===== src/rtl/pack_sat_add.sv =====
module pack_sat_add #(
  parameter int LANE_W = 8,
  parameter int LANES  = 8
) (
  input  logic                      clk,
  input  logic                      rst_n,
  input  logic                      in_valid,
  input  logic                      lane16,
  input  logic [LANE_W*LANES-1:0]   opa,
  input  logic [LANE_W*LANES-1:0]   opb,
  output logic                      out_valid,
  output logic [LANE_W*LANES-1:0]   sum,
  output logic [LANES-1:0]          sat_flags
);
  localparam int DW     = LANE_W * LANES;
  localparam int WW     = 2 * LANE_W;
  localparam int WLANES = LANES / 2;

  logic [DW-1:0]    nar_res, wid_res;
  logic [LANES-1:0] nar_sat, wid_sat;

  for (genvar i = 0; i < LANES; i++) begin : g_nar
    localparam logic [LANE_W-1:0] MAXV = {1'b0, {(LANE_W-1){1'b1}}};
    localparam logic [LANE_W-1:0] MINV = {1'b1, {(LANE_W-1){1'b0}}};
    logic [LANE_W-1:0] x, y, s;
    logic ovf;
    assign x   = opa[i*LANE_W +: LANE_W];
    assign y   = opb[i*LANE_W +: LANE_W];
    assign s   = x + y;
    assign ovf = (x[LANE_W-1] == y[LANE_W-1]) && (s[LANE_W-1] != x[LANE_W-1]);
    assign nar_res[i*LANE_W +: LANE_W] = ovf ? (x[LANE_W-1] ? MINV : MAXV) : s;
    assign nar_sat[i] = ovf;

    // a flagged byte lane holds the limit matching the operand sign
    p_byte_clamp_r3: assert property (@(posedge clk) disable iff (!rst_n)
      (in_valid && !lane16) |=> (!sat_flags[i] ||
        sum[i*LANE_W +: LANE_W] == ($past(opa[i*LANE_W+LANE_W-1]) ? MINV : MAXV)));
  end

  for (genvar k = 0; k < WLANES; k++) begin : g_wid
    localparam logic [WW-1:0] MAXV = {1'b0, {(WW-1){1'b1}}};
    localparam logic [WW-1:0] MINV = {1'b1, {(WW-1){1'b0}}};
    logic [WW-1:0] x, y, s;
    logic ovf;
    assign x   = opa[k*WW +: WW];
    assign y   = opb[k*WW +: WW];
    assign s   = x + y;
    assign ovf = (x[WW-1] == y[WW-1]) && (s[WW-1] != x[WW-1]);
    assign wid_res[k*WW +: WW] = ovf ? (x[WW-1] ? MINV : MAXV) : s;
    assign wid_sat[2*k]   = ovf;
    assign wid_sat[2*k+1] = ovf;

    // a flagged word lane holds the limit matching the operand sign
    p_word_clamp_r5: assert property (@(posedge clk) disable iff (!rst_n)
      (in_valid && lane16) |=> (!sat_flags[2*k] ||
        sum[k*WW +: WW] == ($past(opa[k*WW+WW-1]) ? MINV : MAXV)));
    // both byte flags of a word lane agree
    p_flag_pair_r10: assert property (@(posedge clk) disable iff (!rst_n)
      (in_valid && lane16) |=> (sat_flags[2*k] == sat_flags[2*k+1]));
  end

  always_ff @(posedge clk) begin
    if (!rst_n) begin
      out_valid <= 1'b0;
      sum       <= '0;
      sat_flags <= '0;
    end else begin
      out_valid <= in_valid;
      if (in_valid) begin
        sum       <= lane16 ? wid_res : nar_res;
        sat_flags <= lane16 ? wid_sat : nar_sat;
      end
    end
  end

  p_latency_r7: assert property (@(posedge clk) disable iff (!rst_n)
    1'b1 |=> (out_valid == $past(in_valid)));
  p_hold_r8: assert property (@(posedge clk) disable iff (!rst_n)
    !in_valid |=> ($stable(sum) && $stable(sat_flags)));
endmodule


===== config.mk =====
export PLATFORM = sky130hd
export DESIGN_NAME = pack_sat_add
export DESIGN_NICKNAME = d
export VERILOG_FILES = /design/src/rtl/pack_sat_add.sv
export SDC_FILE = /design/constraint.sdc
export NUM_CORES = 1
export LEC_CHECK = 0
export ABC_AREA = 1
export BUFFER_PORTS_ARGS = -buffer_cell sky130_fd_sc_hd__buf_2
export CAP_MARGIN = 0
export CORE_MARGIN = 2
export CORE_UTILIZATION = 35
export DETAILED_ROUTE_END_ITERATION = 16
export GPL_TIMING_DRIVEN = 0
export SYNTH_ARGS = -nofsm -noshare
export SYNTH_HDL_FRONTEND = slang
export SYNTH_SLANG_ARGS = --single-unit
export TNS_END_PERCENT = 100

===== constraint.sdc =====
create_clock -name clk -period 2 [get_ports clk]
set_clock_uncertainty 0.15 [all_clocks]
set_input_delay 0.4 -clock clk [delete_from_list [all_inputs] [get_ports clk]]
set_output_delay 0.4 -clock clk [all_outputs]
set_load 0.02 [all_outputs]

==> run_results.csv <==
group,metric,value,unit
cts,path_clk_slew,0.06,ns
die,num_rows,56,
final_layout,design_area,11300,um2
sta,period_share,97.5,%
setup_path,startpoint_type,"input pin",
drt,post_drt_wl_per_cell,13.6,um
cts,numCtsBuffers,9,
setup_path,reg2reg_depth,2,
setup_path,r2r_slack,1.15,ns
setup_path,crit_top_cell,"nand2_4",
setup_path,required,2.06,ns
cts,h-tree-depth,3,
cts,cts_tree,"built",
global_route,grt_pass1_wl,40800,um
final_layout,nNetsFinal,1810,
final_layout,mostFrequentLayoutCells,"nand2_1, buf_2, inv_1, a21oi_1, dfxtp_1",
sta,tns,0,ns
setup_path,path_class,"input pin to flop",
synth,async_flop_share,0,%
setup_path,end_kind,"flop",
cts,clock_sinks,73,
run,cap_violations,0,
synth,syn_inst,1384,
sta,hold_viol_final,0,
sta,fin_crit,1.95,ns
die,die_area,25200,um2
die,start_util,35.6,%
global_route,track_usage,20.3,%
drt,final_antenna_net_count,0,
drt,vias,9356,
cts,worstSkewPairLatency,0.34,ns
global_route,grt_max_degree,14,
setup_path,cp_slowest_cell,"ha_4",
synth,synth_edf_count,0,
cts,clockRootBuffer,"clkbuf_16",
sta,maxSlewViolCount,0,
placed_design,place_congestion,0.901,
synth,yosysSeqAreaShare,17.5,%
synth,synth_nets,1584,
synth,ys_seq_elements,73,
drt,drc_errors,0,
cts,cts-hold-fix-buffers,0,
setup_path,critPathMaxStageDelay,0.23,ns
global_route,grt_pass1_vias,8422,
global_route,antenna_found_initial,0,
synth,syn_avg_cell_area,6.04,um2
power_and_ir_drop,p_per_area,588,nW/um2
sta,max-slew-margin-rel,49.5,%
placed_design,placed_area,10300,um2
synth,synth_area_leaders,"nand2_1, dfxtp_1, ha_1, a21oi_1, inv_1",
power_and_ir_drop,totalPowerFinal,0.00662,W
hold_path,hold_class,"flop to flop",
run_status,status,"finished, final reports clean",
sta,worstMarginPinSlew,0.757,ns
die,die_h,159,um
setup_path,r2r-start,"sum[20]$_SDFFE_PN0P_",
hold_path,hold_depth,2,
die,design.core.area,23500,um2
placed_design,dp_hpwl,21000,um
power_and_ir_drop,ir_worst_vdd,355,uV
drt,dr.pass1.iters,5,
die,io_pins,205,
sta,setup_viol,0,
final_layout,fill_cells,2449,
global_route,overflow,0,
final_layout,antenna_cells,0,
setup_path,critPathMaxFanout,7,
sta,rsz0062_at_grt,"yes",
sta,clock.fmax,513,MHz
setup_path,r2r-end,"sum[20]$_SDFFE_PN0P_",
cts,clockBufferDepth,2,
placed_design,port-buffer-count,202,
final_layout,layout-drive-gt1-share,31.9,%
drt,drt-total-wl,26400,um
synth,ys.flop_type,"dfxtp_1",
synth,synthesis.area,8360,um2
setup_path,crit_chain,"buf_2 -> ha_4 -> buf_6 -> nand2_4 -> inv_2 -> nand2_2 -> nand2_4 -> a21oi_4 -> nand2_4 -> nand2_4 -> nand2_8 -> clkbuf_16 -> nand2_2 -> nand2_1 -> nand2_1 -> a21oi_2",
drt,drt_iter0_drc,336,
hold_path,hold_path_end,"sum[3]$_SDFFE_PN0P_",
synth,synth_top_area_share,24.2,%
sta,fin_hold_ws,0.311,ns
final_layout,final_common_cell,"nand2_1",
power_and_ir_drop,p_leak,5.69,nW
final_layout,final_core_utilization,48.0,%
drt,vias_per_cell,4.84,
synth,synth_top_area_cell,"nand2_1",
hold_path,min_from,"sum[3]$_SDFFE_PN0P_",
die,dieWidth,159,um
final_layout,areaGrowthSynthToFinish,34.7,%
synth,yosys_warnings,0,
setup_path,crit_arrival,2.01,ns
synth,synth_cell_types,38,
## where the power goes
part | leakage (nW) | internal [W] | switching (W) | total [W]
clock | 0.139 | 0.000971 | 0.000673 | 0.00164
combinational | 4.94 | 0.00132 | 0.00200 | 0.00332
sequential | 0.602 | 0.00159 | 0.0000759 | 0.00167
## cell type report
class / count / area [um2] / share of cell area (%)
flip-flops and latches: 73 / 1460 / 13.0
multi-input cells: 1123 / 7120 / 63.2
clock inverters: 6 / 67.6 / 0.599
inverters: 150 / 571 / 5.06
repair buffers: 217 / 1170 / 10.4
well taps: 319 / 399 / 3.54
clock buffers: 10 / 229 / 2.03
plain buffers: 36 / 250 / 2.22
## flip-flops by register name, summed over array words and instances, names as in the netlist
name	flops
sum	64
out_valid	1
sat_flags	8
## stage by stage
stage               setup slack [ns]  std cells
floorplan                    -0.0278       1384
global placement              -0.455       1905
detailed placement            -0.463       1905
CTS                          0.00458       1922
global route                 -0.0290       1934
finish                        0.0507       1934
## critical path, delay by kind of cell
| kind | cells | cell delay [ns] |
|---|---|---|
| compound gates | 2 | 0.26 |
| simple gates | 9 | 0.65 |
| buf+inv | 4 | 0.46 |
| fa+ha+maj | 1 | 0.23 |
## what timing repair did
item	in CTS	in global routing
pin swaps	3	44
cloned	0	3
resized for setup	14	99
setup buffers	1	11
endpoints found under the setup margin	21	62
## logic make-up (layout without fill, tap and decap cells)
logic type                 count (synthesis)  after routing  share of synthesized area, %
AOI/OAI and AO/OA                        217            217                          15.5
buffers and inverters                    188            419                          9.57
DFF                                       73             73                          17.5
and+or+nand+nor                          796            796                          42.2
adders and majority gates                 68             68                          10.9
xor gates and xnor gates                  42             42                          4.40
## cell usage after synthesis (8+ instances only)
library cell,number
a21oi_1,130
nand4_1,9
nand2_2,45
dfxtp_1,73
inv_1,143
fa_1,8
clkbuf_1,20
nor2_1,64
ha_1,60
nand2_4,16
nand2_1,540
a21oi_2,37
nand3_1,75
o21ai_0,35
xor2_1,38
## per-layer routing
layer  share of wire (%)  wire length, um  GRT usage (%)
met1                  46            12000           26.7
met2                  48            12500           34.8
met3                 5.2             1360           3.13
met4                 1.7              457           4.76
met5                   0                0              0
## how the worst max path moves through the flow
stage                     slack (ns)     from  depth (start not counted)              endpoint
after global routing           -0.03  opa[55]                         13  sum[53]$_SDFFE_PN0P_
after detailed placement       -0.46  opa[29]                         13  sum[24]$_SDFFE_PN0P_
after global placement         -0.45  opa[27]                         10  sum[24]$_SDFFE_PN0P_
final                           0.05  opa[45]                         16  sum[38]$_SDFFE_PN0P_
after floorplan                -0.03  opa[58]                         13  sum[51]$_SDFFE_PN0P_
after CTS                      0.005  opa[58]                         14  sum[54]$_SDFFE_PN0P_
Power figures use the tool's default switching activity.
